[src/rtl/gpio_mask_pkg.sv]
package gpio_mask_pkg;

    // Kind of bus access after address decoding
    typedef enum logic [1:0] {
        ACC_IDLE = 2'd0,
        ACC_DATA = 2'd1,
        ACC_DIR  = 2'd2,
        ACC_VOID = 2'd3
    } acc_kind_e;

endpackage

[src/rtl/gpio_addr_decode.sv]
module gpio_addr_decode
    import gpio_mask_pkg::*;
#(
    parameter int          ADDR_W  = 12,
    parameter int          PIN_W   = 8,
    parameter logic [11:0] DIR_OFS = 12'h400
) (
    input  logic              sel,
    input  logic [ADDR_W-1:0] addr,
    output acc_kind_e         kind,
    output logic [PIN_W-1:0]  mask
);
    localparam int MSK_LO = 2;
    localparam int MSK_HI = PIN_W + 1;

    logic in_data_range;
    logic is_dir;

    // Mask bits sit directly above the byte offset
    assign mask          = addr[MSK_HI:MSK_LO];
    assign in_data_range = (addr[ADDR_W-1:MSK_HI+1] == '0);
    assign is_dir        = (addr[ADDR_W-1:2] == DIR_OFS[ADDR_W-1:2]);

    always_comb begin
        if (!sel)               kind = ACC_IDLE;
        else if (in_data_range) kind = ACC_DATA;
        else if (is_dir)        kind = ACC_DIR;
        else                    kind = ACC_VOID;
    end
endmodule

[src/rtl/gpio_in_sync.sv]
module gpio_in_sync #(
    parameter int PIN_W  = 8,
    parameter int STAGES = 2
) (
    input  logic             clk,
    input  logic             rst_n,
    input  logic [PIN_W-1:0] pin_raw,
    output logic [PIN_W-1:0] pin_sync
);
    logic [PIN_W-1:0] stage_q [STAGES];

    for (genvar s = 0; s < STAGES; s++) begin : g_stage
        always_ff @(posedge clk or negedge rst_n) begin
            if (!rst_n) begin
                stage_q[s] <= '0;
            end else if (s == 0) begin
                stage_q[s] <= pin_raw;
            end else begin
                stage_q[s] <= stage_q[(s > 0) ? s-1 : 0];
            end
        end
    end

    assign pin_sync = stage_q[STAGES-1];
endmodule

[src/rtl/gpio_port_core.sv]
module gpio_port_core
    import gpio_mask_pkg::*;
#(
    parameter int PIN_W  = 8,
    parameter int DATA_W = 32
) (
    input  logic              clk,
    input  logic              rst_n,
    input  acc_kind_e         kind,
    input  logic              wr,
    input  logic [PIN_W-1:0]  mask,
    input  logic [DATA_W-1:0] wdata,
    input  logic [PIN_W-1:0]  pin_sync,
    output logic [PIN_W-1:0]  latch_o,
    output logic [PIN_W-1:0]  dir_o,
    output logic [DATA_W-1:0] rdata_o
);
    typedef struct packed {
        logic [PIN_W-1:0]  latch;
        logic [PIN_W-1:0]  dir;
        logic [DATA_W-1:0] rdata;
    } port_state_t;

    port_state_t st_d, st_q;

    logic [PIN_W-1:0] wr_en;
    logic [PIN_W-1:0] pin_view;

    always_comb begin
        st_d     = st_q;
        wr_en    = mask & st_q.dir;
        pin_view = (st_q.dir & st_q.latch) | (~st_q.dir & pin_sync);
        unique case (kind)
            ACC_DATA: begin
                if (wr) begin
                    st_d.latch = (st_q.latch & ~wr_en) | (wdata[PIN_W-1:0] & wr_en);
                end else begin
                    st_d.rdata = DATA_W'(mask & pin_view);
                end
            end
            ACC_DIR: begin
                if (wr) st_d.dir   = wdata[PIN_W-1:0];
                else    st_d.rdata = DATA_W'(st_q.dir);
            end
            ACC_VOID: begin
                if (!wr) st_d.rdata = '0;
            end
            default: ;
        endcase
    end

    always_ff @(posedge clk or negedge rst_n) begin
        if (!rst_n) st_q <= '0;
        else        st_q <= st_d;
    end

    assign latch_o = st_q.latch;
    assign dir_o   = st_q.dir;
    assign rdata_o = st_q.rdata;
endmodule

[src/rtl/masked_gpio_port.sv]
module masked_gpio_port
    import gpio_mask_pkg::*;
#(
    parameter int          PIN_W       = 8,
    parameter int          ADDR_W      = 12,
    parameter int          DATA_W      = 32,
    parameter int          SYNC_STAGES = 2,
    parameter logic [11:0] DIR_OFS     = 12'h400
) (
    input  logic              clk,
    input  logic              rst_n,
    input  logic              bus_sel,
    input  logic              bus_wr,
    input  logic [ADDR_W-1:0] bus_addr,
    input  logic [DATA_W-1:0] bus_wdata,
    output logic [DATA_W-1:0] bus_rdata,
    input  logic [PIN_W-1:0]  pad_in,
    output logic [PIN_W-1:0]  pad_oe,
    output logic [PIN_W-1:0]  pad_out
);
    acc_kind_e        kind;
    logic [PIN_W-1:0] mask;
    logic [PIN_W-1:0] pin_sync;
    logic [PIN_W-1:0] latch;
    logic [PIN_W-1:0] dir;

    gpio_addr_decode #(.ADDR_W(ADDR_W), .PIN_W(PIN_W), .DIR_OFS(DIR_OFS)) u_dec (
        .sel  (bus_sel),
        .addr (bus_addr),
        .kind (kind),
        .mask (mask)
    );

    gpio_in_sync #(.PIN_W(PIN_W), .STAGES(SYNC_STAGES)) u_sync (
        .clk      (clk),
        .rst_n    (rst_n),
        .pin_raw  (pad_in),
        .pin_sync (pin_sync)
    );

    gpio_port_core #(.PIN_W(PIN_W), .DATA_W(DATA_W)) u_core (
        .clk      (clk),
        .rst_n    (rst_n),
        .kind     (kind),
        .wr       (bus_wr),
        .mask     (mask),
        .wdata    (bus_wdata),
        .pin_sync (pin_sync),
        .latch_o  (latch),
        .dir_o    (dir),
        .rdata_o  (bus_rdata)
    );

    // One output enable per pin, taken from its direction bit
    for (genvar i = 0; i < PIN_W; i++) begin : g_pad
        assign pad_oe[i]  = dir[i];
        assign pad_out[i] = latch[i];
    end
endmodule

[config.mk]
export PLATFORM = sky130hd
export DESIGN_NAME = masked_gpio_port
export DESIGN_NICKNAME = d
export VERILOG_FILES = /design/src/rtl/gpio_mask_pkg.sv /design/src/rtl/gpio_addr_decode.sv /design/src/rtl/gpio_in_sync.sv /design/src/rtl/gpio_port_core.sv /design/src/rtl/masked_gpio_port.sv
export SDC_FILE = /design/constraint.sdc
export NUM_CORES = 1
export LEC_CHECK = 0
export BUFFER_PORTS_ARGS = -buffer_cell sky130_fd_sc_hd__buf_2
export CAP_MARGIN = 20
export CORE_ASPECT_RATIO = 1.25
export CORE_MARGIN = 5
export CORE_UTILIZATION = 45
export CTS_CLUSTER_SIZE = 8
export DETAILED_ROUTE_END_ITERATION = 8
export PLACE_DENSITY = 0.88
export SLEW_MARGIN = 40
export SYNTH_ARGS = -nofsm -noshare
export SYNTH_HDL_FRONTEND = slang
export SYNTH_SLANG_ARGS = --single-unit
[constraint.sdc]
create_clock -name clk -period 3.15 [get_ports clk]
set_input_delay 0.63 -clock clk [delete_from_list [all_inputs] [get_ports clk]]
set_output_delay 0.63 -clock clk [all_outputs]
set_load 0.02 [all_outputs]
# Yosys cells after proc, flatten, opt, wreduce, memory -nomap -nowiden
# Cells that the tools add are included.
# Widths: inputs -> output; s select.
# word_totals
inputBits	56
ff_bits	64
out_inout_bits	48
word_cells	34
# op_classes
n_eq_ne	7
n_mux	7
reduce_logical	5
bitwise_logic	10
# ops
op	n
$mux 32	3
$pmux 32 s3	1
$and 8x8->8	6
$not 8->8	2
$or 8x8->8	2
$eq 10x9->1 const B	1
$ne 2x2->1 const B	3
$eq 2x2->1 const B	2
$mux 2	2
$reduce_and 2->1	2
$reduce_and 4->1	1
$reduce_bool 3->1	1
$eq 2x1->1 const B	1
$logic_not 2->1	1
$mux 1	1

# Depth between registers and ports, before layout
# depth
word_depth	7
ltp_mapped	4
depth_no_buf	3

# Cells and area by module
# Synthesis repeated with hierarchy kept, for this count alone.
# unflattened
hier_cells	160
hier_area_um2	1864.3
# modules_own_cells
module	instances	cells_per_inst	area_each_um2	seq_area_each_um2
gpio_port_core	1	121	1301.2	600.6
gpio_in_sync	1	24	460.4	400.4
gpio_addr_decode	1	15	102.6	0.0

# Least setup slack after synthesis
# OpenSTA, ideal clock, no wires.
# synth_path
path_type	input -> register
start	input bus_addr[11]
end	register u_core.st_q (netlist bit u_core.dir_o[0])
setup_slack_ns	1.511
path_stages	3
setup_time_ns	0.125
path_buffers	0
required_time_ns	3.025
arrival_time_ns	1.514
path_cell_list	nor4b_2 nand4_2 mux2_2
# synth_between
elab_chain_len	6
word_cells_on_any_way	7
cone_classes	eq/ne (2); mux (3); reduce/logical (2)
# synth_lines
item	line	text
from (decl)	masked_gpio_port.sv:14	input logic [ADDR_W-1:0] bus_addr,
$eq 10x9->1	gpio_addr_decode.sv:22	assign is_dir = (addr[ADDR_W-1:2] == DIR_OFS[ADDR_W-1:2]);
$mux 1	gpio_addr_decode.sv:27	else if (is_dir) kind = ACC_DIR;
$mux 2 (*)	gpio_addr_decode.sv:26	else if (in_data_range) kind = ACC_DATA;
$mux 2 (*)	gpio_addr_decode.sv:25	if (!sel) kind = ACC_IDLE;
$eq 2x2->1 (*)	gpio_port_core.sv:33	unique case (kind)
$reduce_and 2->1 (no source line) (*)	-	
to (signal assigned)	gpio_port_core.sv:54	else st_q <= st_d;
to (decl)	gpio_port_core.sv:24	port_state_t st_d, st_q;
# Mark *: on every way between the ends. The rest lies on a longest branch, timed or not.
# A chain may end at the register's enable or synchronous reset.

# Worst setup path in the final report
# layout_path
start	input bus_addr[6]
end	register u_core.st_q (netlist bit u_core.dir_o[2])
# layout_between
elab_chain_len	6
# layout_lines
item	line
$eq 10x9->1	gpio_addr_decode.sv:22
$mux 1	gpio_addr_decode.sv:27
$mux 2	gpio_addr_decode.sv:26
$mux 2	gpio_addr_decode.sv:25
$eq 2x2->1	gpio_port_core.sv:33
$reduce_and 2->1 (no source line)	-
# No other way between the ends.

==> metrics.yaml <==
worst_setup_path:
  rr_startpoint: "u_core.dir_o[1]"
  crit_chain: "buf_2 > nor4_2 > nand4_2 > mux2_2"
  endpoint_kind: "flip-flop"
  path_class: "in2reg"
  arrival_ps: 1910
  cpMaxStageDelayCell: "nor4_2"
  r2r_cells: 3
  slowest_delay_ps: 390
  r2r-end: "u_core.rdata_o[1]"
  worstPathMaxFanout: 8
  rrSetupSlack_ps: 1980
  required_ps: 3320
  start_kind: "input port"
timing:
  setup_tns_ps: 0
  finalWorstSetupSlack_ps: 1410
  worst-slew-pin-transition_ps: 536
  clock.fmax_mhz: 575
  post-route-period-util: 0.552
  setup_viol: 0
  finalMaxSlewViolations: 0
  final_hold_viol_count: 0
  slew_headroom: 0.641
  fin_crit_ps: 1740
  finalClockSkew_ps: 4.20
  rsz0062_at_grt: "false"
clocking:
  clk_latency_ps: 280
  root_buffer: "clkbuf_8"
  path_clk_slew_ps: 70
  cts.path.max_buffers: 2
  hold_buffers: 0
  cts-resized-gates: 0
  post_cts_buffers: 0
  cts_tree: "yes"
  cts.htree.levels: 2
  clock_sinks: 40
  numCtsBuffers: 5
logic_synthesis:
  yosys.area_share.adder: 0
  yosysSeqAreaShare: 0.576
  postSynthAreaPerCell_um2: 13.2
  synth-compound-area-share: 0.0634
  synth_top_family_by_area: "multiplexers"
  synth_edf_count: 0
  netlist.area_leader.share: 0.576
  yosysWarnings: 0
  synth_async_sr_flop_share: 1.00
  synth_cell_type_count: 18
  synth_cells: 132
  yosys_most_used_dff: "dfrtp_1"
  synth-seq-cells: 40
  synth_xor_area_frac: 0
  synth-simple-area-share: 0.0764
  yosysMostFrequentCell: "dfrtp_1"
  synth_top_cell_by_area: "dfrtp_1"
  syn_area_um2: 1740
  synth_commonest_cells: "dfrtp_1, buf_4, mux2_2"
  muxShareOfSynthArea: 0.156
  synth_area_leaders: "dfrtp_1, mux2_2, buf_4"
final_layout:
  drive_gt1_frac: 0.471
  diodes: 0
  seq_area_um2: 1000
  multi_input_area_um2: 612
  area_delta_synth_final_pct: 17.6
  finish.utilization: 0.544
  final_nets: 245
  fillers: 333
global_routing:
  grt_max_degree: 41
  grt_pass1_vias: 1181
  track_usage: 0.139
  overflow: 0
  antenna_found_initial: 0
  grt_pass1_wl_mm: 5.35
route:
  postRouteAntennaNets: 0
  wl_per_cell_um: 14.7
  vias: 1131
  first_iter_violations: 40
  via_per_inst: 4.94
  drcViolationCount: 0
  dr.pass1.iters: 2
  drt-total-wl_mm: 3.37
floorplanning:
  die_h_um: 79.5
  core_area_um2: 3750
  start_util: 0.463
  dieArea_um2: 5210
  ios: 104
  std_cell_rows: 25
  chipWidth_um: 65.6
pwr:
  power_density_nw_per_um2: 462
  p_leak_nw: 1.06
  irDropWorstVdd_uv: 324
  report.power.total_uw: 944
job:
  drv_cap: 0
placed_design:
  place_ws_ps: 1100
  routabilityCongestion: 0.761
  dp_hpwl_mm: 2.47
  portBuffers: 53
min_path:
  min_path_type: "in2async"
status:
  outcome: "completed"
-- placed cells by master (no fill, tap or decap), drive strengths merged --
| master | instances |
|---|---|
| inv | 8 |
| nor4 | 1 |
| and4bb | 1 |
| conb | 24 |
| nor4b | 2 |
| dfrtp | 40 |
| nand4b | 1 |
| clkbuf | 5 |
| nor2 | 1 |
| clkinv | 1 |
| a32oi | 8 |
| nand2b | 1 |
| buf | 53 |
| and2 | 1 |
| mux2 | 24 |
| nand3 | 8 |
| clkinvlp | 1 |
| o21ai | 8 |
| nand4 | 1 |
-- power breakdown --
part           switching [mW]  internal, mW  leakage [nW]  total (mW)
Combinational          0.0660        0.0288         0.503      0.0949
Clock                   0.164         0.150        0.0400       0.314
Sequential            0.00597         0.529         0.520       0.535
-- worst max-delay path, delay by kind of cell --
kind	cells	cell delay [ps]
and+or+nand+nor	2	770
muxes	1	390
buffers and inverters	1	120
-- per-layer routing --
metal,up-vias,global-route usage,wire (um)
li1,534,-,-
met3,6,0.0493,270
met2,48,0.238,1760
met4,0,0.0581,44
met1,543,0.153,1290
met5,-,0,0
-- how the worst max path moves through the flow --
stage	slack, ps	end	from	cells past startpoint
2_1_floorplan	1510	u_core.dir_o[0]	bus_addr[11]	3
3_3_place_gp	1110	u_core.dir_o[5]	bus_addr[6]	4
3_5_place_dp	1100	u_core.dir_o[5]	bus_addr[6]	4
4_1_cts	1390	u_core.dir_o[7]	bus_addr[6]	4
5_1_grt	1340	u_core.rdata_o[5]	bus_wr	4
6_report	1410	u_core.dir_o[2]	bus_addr[6]	4
-- final cells by class --
cell class / instances / share of cell area
sequential: 40 / 0.490
multi-input combinational: 81 / 0.300
timing repair buffer: 53 / 0.131
clock buffer: 5 / 0.0337
tap: 40 / 0.0245
inverter: 8 / 0.0147
clock inverter: 2 / 0.00613
-- logic make-up after synthesis --
kind of cell | after synthesis
muxes | 24
other | 1
DFF | 40
and+or+nand+nor | 17
AOI/OAI and AO/OA | 16
buffers and inverters | 34
-- per-stage QoR --
stage	hold slack, ps	instances	instance area [um^2]
detailed placement	336	222	1950
global placement	332	222	1950
global route	338	229	2040
floorplan	331	155	1820
finish	308	229	2040
CTS	320	229	2030
Power figures use the tool's default switching activity.
